<file path="src/rtl/zqs_pkg.sv">
package zqs_pkg;

  typedef enum logic [2:0] {
    ZS_IDLE,
    ZS_REQ_START,
    ZS_WAIT_CAL,
    ZS_REQ_LATCH,
    ZS_WAIT_LAT
  } zqsState_t;

  // control -> datapath strobes
  typedef struct packed {
    logic loadCal;
    logic loadLat;
    logic issueStart;
    logic issueLatch;
  } zqsStrobe_t;

  localparam logic [6:0] OP_CAL_START = 7'b1001111;
  localparam logic [6:0] OP_CAL_LATCH = 7'b1010001;
  localparam int         OP_W         = 7;

  function automatic int ceilDiv(input int num, input int den);
    return (num + den - 1) / den;
  endfunction

  function automatic int maxOf(input int a, input int b);
    return (a > b) ? a : b;
  endfunction

endpackage

</file>
<file path="src/rtl/zqs_ctrl.sv">
module zqs_ctrl
  import zqs_pkg::*;
(
  input  logic       clk,
  input  logic       rst_n,
  input  logic       trig,
  input  logic       grant,
  input  logic       cntZero,
  output logic       req,
  output logic       busy,
  output logic       done,
  output zqsStrobe_t strobe
);

  zqsState_t state, stateNext;
  logic      pending;

  always_comb begin
    stateNext = state;
    unique case (state)
      ZS_IDLE:      if (trig || pending) stateNext = ZS_REQ_START;
      ZS_REQ_START: if (grant)           stateNext = ZS_WAIT_CAL;
      ZS_WAIT_CAL:  if (cntZero)         stateNext = ZS_REQ_LATCH;
      ZS_REQ_LATCH: if (grant)           stateNext = ZS_WAIT_LAT;
      ZS_WAIT_LAT:  if (cntZero)         stateNext = ZS_IDLE;
      default:                           stateNext = ZS_IDLE;
    endcase
  end

  always_ff @(posedge clk) begin
    if (!rst_n) begin
      state   <= ZS_IDLE;
      pending <= 1'b0;
    end else begin
      state <= stateNext;
      if (state == ZS_IDLE) pending <= 1'b0;
      else if (trig)        pending <= 1'b1;
    end
  end

  always_comb begin
    strobe            = '0;
    strobe.issueStart = (state == ZS_REQ_START) && grant;
    strobe.issueLatch = (state == ZS_REQ_LATCH) && grant;
    strobe.loadCal    = strobe.issueStart;
    strobe.loadLat    = strobe.issueLatch;
  end

  assign req  = (state == ZS_REQ_START) || (state == ZS_REQ_LATCH);
  assign busy = (state != ZS_IDLE);
  assign done = (state == ZS_WAIT_LAT) && cntZero;

endmodule

</file>
<file path="src/rtl/zqs_datapath.sv">
module zqs_datapath
  import zqs_pkg::*;
#(
  parameter int CAL_CYC = 800,
  parameter int LAT_CYC = 24,
  parameter int BANK_W  = 3,
  parameter int ADDR_W  = 17
) (
  input  logic              clk,
  input  logic              rst_n,
  input  zqsStrobe_t        strobe,
  output logic              cntZero,
  output logic              cmdCsN,
  output logic              cmdRasN,
  output logic              cmdCasN,
  output logic              cmdWeN,
  output logic [BANK_W-1:0] cmdBank,
  output logic [ADDR_W-1:0] cmdAddr
);

  localparam int CNT_MAX = maxOf(CAL_CYC, LAT_CYC);
  localparam int CNT_W   = $clog2(CNT_MAX + 1);

  logic [CNT_W-1:0] waitCnt;
  logic             issue;
  logic [OP_W-1:0]  operand;

  always_ff @(posedge clk) begin
    if (!rst_n)                waitCnt <= '0;
    else if (strobe.loadCal)   waitCnt <= CNT_W'(CAL_CYC - 1);
    else if (strobe.loadLat)   waitCnt <= CNT_W'(LAT_CYC - 1);
    else if (waitCnt != '0)    waitCnt <= waitCnt - 1'b1;
  end

  assign cntZero = (waitCnt == '0);

  assign issue   = strobe.issueStart || strobe.issueLatch;
  assign operand = strobe.issueLatch ? OP_CAL_LATCH :
                   strobe.issueStart ? OP_CAL_START : '0;

  assign cmdCsN  = !issue;
  assign cmdRasN = 1'b1;
  assign cmdCasN = 1'b1;
  assign cmdWeN  = !issue;
  assign cmdBank = '0;

  generate
    if (ADDR_W > OP_W) begin : g_padAddr
      assign cmdAddr = {{(ADDR_W-OP_W){1'b0}}, operand};
    end else begin : g_exactAddr
      assign cmdAddr = operand;
    end
  endgenerate

endmodule

</file>
<file path="src/rtl/zq_sched.sv">
module zq_sched
  import zqs_pkg::*;
#(
  parameter int CLK_PERIOD_PS = 1250,
  parameter int T_CAL_PS      = 1000000,
  parameter int T_LAT_PS      = 30000,
  parameter int LAT_MIN_CK    = 8,
  parameter int BANK_W        = 3,
  parameter int ADDR_W        = 17
) (
  input  logic              clk,
  input  logic              rst_n,
  input  logic              trig,
  input  logic              grant,
  output logic              req,
  output logic              busy,
  output logic              done,
  output logic              cmdCsN,
  output logic              cmdRasN,
  output logic              cmdCasN,
  output logic              cmdWeN,
  output logic [BANK_W-1:0] cmdBank,
  output logic [ADDR_W-1:0] cmdAddr
);

  localparam int CAL_CYC = maxOf(1, ceilDiv(T_CAL_PS, CLK_PERIOD_PS));
  localparam int LAT_CYC = maxOf(LAT_MIN_CK, ceilDiv(T_LAT_PS, CLK_PERIOD_PS));

  zqsStrobe_t strobe;
  logic       cntZero;

  zqs_ctrl i_ctrl (
    .clk     (clk),
    .rst_n   (rst_n),
    .trig    (trig),
    .grant   (grant),
    .cntZero (cntZero),
    .req     (req),
    .busy    (busy),
    .done    (done),
    .strobe  (strobe)
  );

  zqs_datapath #(
    .CAL_CYC (CAL_CYC),
    .LAT_CYC (LAT_CYC),
    .BANK_W  (BANK_W),
    .ADDR_W  (ADDR_W)
  ) i_dp (
    .clk     (clk),
    .rst_n   (rst_n),
    .strobe  (strobe),
    .cntZero (cntZero),
    .cmdCsN  (cmdCsN),
    .cmdRasN (cmdRasN),
    .cmdCasN (cmdCasN),
    .cmdWeN  (cmdWeN),
    .cmdBank (cmdBank),
    .cmdAddr (cmdAddr)
  );

endmodule

</file>
<file path="config.mk">
export PLATFORM = sky130hd
export DESIGN_NAME = zq_sched
export DESIGN_NICKNAME = d
export VERILOG_FILES = /design/src/rtl/zqs_pkg.sv /design/src/rtl/zqs_ctrl.sv /design/src/rtl/zqs_datapath.sv /design/src/rtl/zq_sched.sv
export SDC_FILE = /design/constraint.sdc
export NUM_CORES = 1
export LEC_CHECK = 0
export ABC_AREA = 0
export BUFFER_PORTS_ARGS = -buffer_cell sky130_fd_sc_hd__clkbuf_2
export CAP_MARGIN = 20
export CORE_ASPECT_RATIO = 0.7
export CORE_MARGIN = 3
export CORE_UTILIZATION = 42
export CTS_BUF_LIST = sky130_fd_sc_hd__clkbuf_8 sky130_fd_sc_hd__clkbuf_16
export CTS_CLUSTER_DIAMETER = 200
export CTS_CLUSTER_SIZE = 20
export DETAILED_ROUTE_END_ITERATION = 12
export PLACE_DENSITY = 0.68
export SETUP_SLACK_MARGIN = 0.2
export SYNTH_ARGS = -nofsm -noshare
export SYNTH_HDL_FRONTEND = slang
export SYNTH_SLANG_ARGS = --single-unit
</file>
<file path="constraint.sdc">
create_clock -name clk -period 2.55 [get_ports clk]
set_input_delay 0.51 -clock clk [delete_from_list [all_inputs] [get_ports clk]]
set_output_delay 0.51 -clock clk [all_outputs]
set_load 0.02 [all_outputs]
</file>
Word-level counts from Yosys, hierarchy flattened
Cells that the tools add are included.

Flip-flop bits (word level): 14. Input port bits: 4. Output and inout bits: 27.

Add/subtract/negate cells: 1. Equal/unequal tests: 9. Muxes and demuxes: 11. Bitwise gates (word level): 1. Reduce and logical (&&, ||, !) cells: 15.

Operator list (count): two-way mux 10 bit (3); two-way mux 3 bit (5); one-hot mux 3 bit (5 select lines) (1); two-way mux 7 bit (2); zero test 10 bit (1); nonzero test 10 bit (1); subtractor 10 x 1 -> 10 bit (second input constant) (1); == test 3 x 2 -> 1 bit (second input constant) (2); != test 2 x 1 -> 1 bit (second input constant) (3); nonzero test 3 bit (2); AND reduction 5 bit (1); != test 2 bit (second input constant) (2); == test 3 x 1 -> 1 bit (second input constant) (1); == test 3 bit (second input constant) (1); logical AND 1 bit (3); zero test 3 bit (1); logical OR 1 bit (3); OR reduction 3 bit (1); OR reduction 2 bit (1); zero test 1 bit (1); NOT 1 bit (1).

Longest topological paths before layout
Depth in word-level cells: 4. Depth in mapped cells: 7. Depth with buffers taken out: 6.

Modules after synthesis
A second synthesis with hierarchy kept.

Cell total of the unflattened synthesis: 108. Area total of the unflattened synthesis: 938.4 sq um.

By module, submodules not included: zqs_datapath (times used 1, cells each 85, area an instance 716.9 sq um, sequential area each 200.2 sq um); zqs_ctrl (times used 1, cells each 23, area an instance 221.5 sq um, sequential area each 80.1 sq um).

Least setup slack after synthesis
Ideal clock, no wire load.

Kind: flip-flop to output port. Start: register i_dp.waitCnt[0]. End: output done. Arrival time: 1.665 ns. Setup slack: 0.375 ns. Cell stages (with the launch flop): 7. Cells stage by stage: dfxtp_1 inv_1 ha_1 or4b_4 nor3b_4 buf_6 and3_2.

Longest elaborated chain between the ends: 2.

RTL lines: from (decl) (line zqs_datapath.sv:24) `logic [CNT_W-1:0] waitCnt;`; from (signal assigned) (line zqs_datapath.sv:30) `else if (strobe.loadCal) waitCnt <= CNT_W'(CAL_CYC - 1);`; from (signal assigned) (line zqs_datapath.sv:31) `else if (strobe.loadLat) waitCnt <= CNT_W'(LAT_CYC - 1);`; from (signal assigned) (line zqs_datapath.sv:32) `else if (waitCnt != '0) waitCnt <= waitCnt - 1'b1;`; zero test 10 bit (line zqs_datapath.sv:35) `assign cntZero = (waitCnt == '0);`; logical AND 1 bit (line zqs_ctrl.sv:51) `assign done = (state == ZS_WAIT_LAT) && cntZero;`; to (decl) (line zq_sched.sv:17) `output logic done,`.

No other way between the ends.

Worst setup path in the final report
Start: register i_dp.waitCnt[1]. End: output done.

Same word-level chain as after synthesis.

==> summary.md <==
| Metric | Value |
|---|---|
| Multiplexer share of the synthesized area | 2.21% |
| Tot GR Track Use | about 15% |
| Unique masters post-synth | 37 |
| Sw frac | about 40% |
| Placed Area | 897 um2 |
| Crit. End Element | output port |
| Share of cells above drive strength 1 | about 26% |
| Routability cong. | approximately 0.87 |
| Compound-Gate Fraction of Synth Area | between 10 and 15% |
| # setup viols final | 0 |
| CP max stage delay | ~0.47 ns |
| CTS clock-pin slew for the worst setup and hold paths | around 0.050 ns |
| Worst flop-to-flop path startpoint | i_dp.waitCnt[0] |
| VDD IR max | 0.542 mV |
| CP top delay family | simple AND/OR/NAND/NOR gates |
| Pin count of the biggest net entering global routing | 13 |
| Outcome | finished clean |
| Post-synth EDFFs | 0 |
| DR iter-0 viols | 14 |
| Starting Density | a little under half |
| CTS max path bufs | 2 |
| Synthesized area | 905 um2 |
| Post-route ant nets | 0 |
| CTS tree | done |
| Critical path startpoint | i_dp.waitCnt[1] |
| Fmax | 436 MHz |
| Initial DRT Pass Iterations | 4 |
| Worst hold path type | reg -> reg |
| CTS Hold Bufs | 0 |
| Die H | ~45 um |
| Drt wl/cell | 12.7 um |
| Yosys Warn Count | 0 |
| Worst skew pair latency | about 0.24 ns |
| Initial antenna violation count | 0 |
| Clock Sinks | 14 |
| Internal power | between 0.7 and 0.8 mW |
| Endpoints failing hold | 0 |
| Synth Flop Type | dfxtp_1 |
| Setup slack after layout | 0.258 ns |
| Synth Area in Simple Gates | between 20 and 25% |
| Die Width | slightly above 60 um |
| Max-cap violations | 0 |
| Main area contributors after synthesis | dfxtp_1 31%, buf_4 17%, nand2_1 3.3% |
| Area Growth Syn to Fin | 10.2% |
| Antenna Diode Count | 0 |
| Input/output buffers | 14 |
| Area leader, netlist | dfxtp_1 |
| Leak | ~0.47 nW |
| Worst Path Max Fanout | 3 |
| Core area | 1950 um2 |
| Die area | ~2800 um2 |
| Fin crit share | around 90% |
| Startpoint Class | flip-flop |
| Sequential area share after synthesis | a little under a third |
| RSZ-0062 raised after global routing | no |
| Hpwl dp | around 1.4 mm |
| FFs w/ async S/R, synth | 0% |
| Vias | 746 |
| Pwr dens | around 1200 nW/um2 |
| FF+latch count, synth | 14 |
| Row cnt | 13 |
| Largest family of logic cells by synthesized area | simple AND/OR/NAND/NOR gates |
| Clock network fraction of design power | around 14% |
| Fin Setup TNS | 0 ns |
| Io pins | 31 |
| CTS buffer count | 3 |
| Kind of critical path | reg -> out |
| First-pass GRT wire length | 2.90 mm |
| Total grt overflow | 0 |
| Worst path bufs/invs | 2 |
| Final min period | about 2.3 ns |
| Critical path's slowest cell | or4b_4 |
| Cells after Synth | roughly 110 |
| Net Switching | about 0.49 mW |
| Max H-tree Level | 1 |
| Most frequent cells after synthesis | 20 x buf_4, 14 x dfxtp_1, 8 x nand2_1 |
| Hold Path Origin | i_ctrl.pending |
| Post-synthesis average cell area | around 8.5 um2 |
| Logic pwr share | between 50 and 60% |
| Crit path DAT | between 1.5 and 2 ns |
| CTS Root Cell | clkbuf_8 |
| Yosys top cell area share | 31.0% |
| Top-count cell post-synth | buf_4 |
| Cell area after layout | 997 um2 |
| Sequential Power Share | roughly 33% |
| Worst slack, placed | a little under 0.4 ns |
| Slew Viols, Final | 0 |
| Worst EP required | 2.04 ns |
| Vias in the first global route | around 640 |
| DRT Wirelength | 1.80 mm |
| Cell chain of the critical path | inv_2 > ha_4 > or4b_4 > nor3b_4 > and3_4 > buf_8 |
| DRC Markers | 0 |
| Vias per cell | 5.25 |
| Post-Synth XOR/XNOR Area | slightly below 4% |
| Final setup skew | between 0.001 and 0.0015 ns |
| Adder-Cell Fraction of Synth Area | ~2.8% |
| Final nets | roughly 130 |
[flip-flops by register name (all words and copies together), names as in the netlist]
register / count
i_ctrl.state: 3
i_ctrl.pending: 1
i_dp.waitCnt: 10
[per-stage QoR]
step                util, %  hold WS, ns  power [mW]  std cells
floorplan                 -        0.473       0.882        120
global placement       46.0        0.484       0.953        135
detailed placement     46.0        0.487       0.964        135
CTS                    48.9        0.500        1.16        139
global route           51.1        0.507        1.31        142
finish                 51.1        0.502        1.21        142
[power by group through the flow]
| stage | Clock, mW | Sequential [mW] | Combinational, mW |
|---|---|---|---|
| 6_report | 0.174 | 0.403 | 0.634 |
| 4_1_cts | 0.182 | 0.402 | 0.575 |
| 3_3_place_gp | 0 | 0.400 | 0.553 |
| 5_1_grt | 0.194 | 0.414 | 0.707 |
| 2_1_floorplan | 0 | 0.378 | 0.505 |
| 3_5_place_dp | 0 | 0.403 | 0.561 |
[path summary, 6_finish.rpt]
kind	to	slack (ns)	cells past startpoint
setup / recovery	done	0.26	6
hold / removal	i_ctrl.pending	0.50	1
setup reg to reg	i_dp.waitCnt[6]	0.58	7
hold reg to reg	i_ctrl.pending	0.50	1
[cell usage in the layout, fill, tap and decap left out, drive strengths merged]
cell,n
or4,3
o21a,2
nand2,8
o21ai,3
inv,6
nand3b,1
nand2b,1
o2111ai,1
dfxtp,14
o31ai,3
or4b,1
o311ai,1
nand3,1
nor4,2
nor3b,4
a211o,1
nor2,4
or3b,1
o211a,1
a21oi,4
buf,6
nor3,3
xor2,2
conb,16
or3,3
clkbuf,16
a21boi,3
and2,1
mux2i,2
and3,1
nor2b,1
ha,2
xnor2,2
[cells by family after synthesis]
kind of cell,Yosys count
AOI/OAI and AO/OA,19
muxes,2
xor gates and xnor gates,4
and+or+nand+nor,35
adders and majority gates,2
buffers and inverters,28
DFF,14
other,2
[timing repair]
item                       4_1_cts  5_1_grt
pin swaps                        1        1
buffers inserted                 1        3
gates resized for setup          4        6
setup endpoints to repair        1        1
[per-layer routing]
layer  wire length, um  track usage, %  vias to the layer above
li1                  -               -                      361
met2               792            21.5                       22
met5                 0               0                        -
met1               910            20.2                      363
met4                 0            2.54                        0
met3                97            6.00                        0
[area by class of cell]
cell class                 count  area (um2)
clock buffer                   3        41.3
inverter                       6        22.5
tap                           22        27.5
sequential                    14         283
timing repair buffer          19         118
multi-input combinational     78         505
fill                         187         955
(Power assumes the default switching activity.)
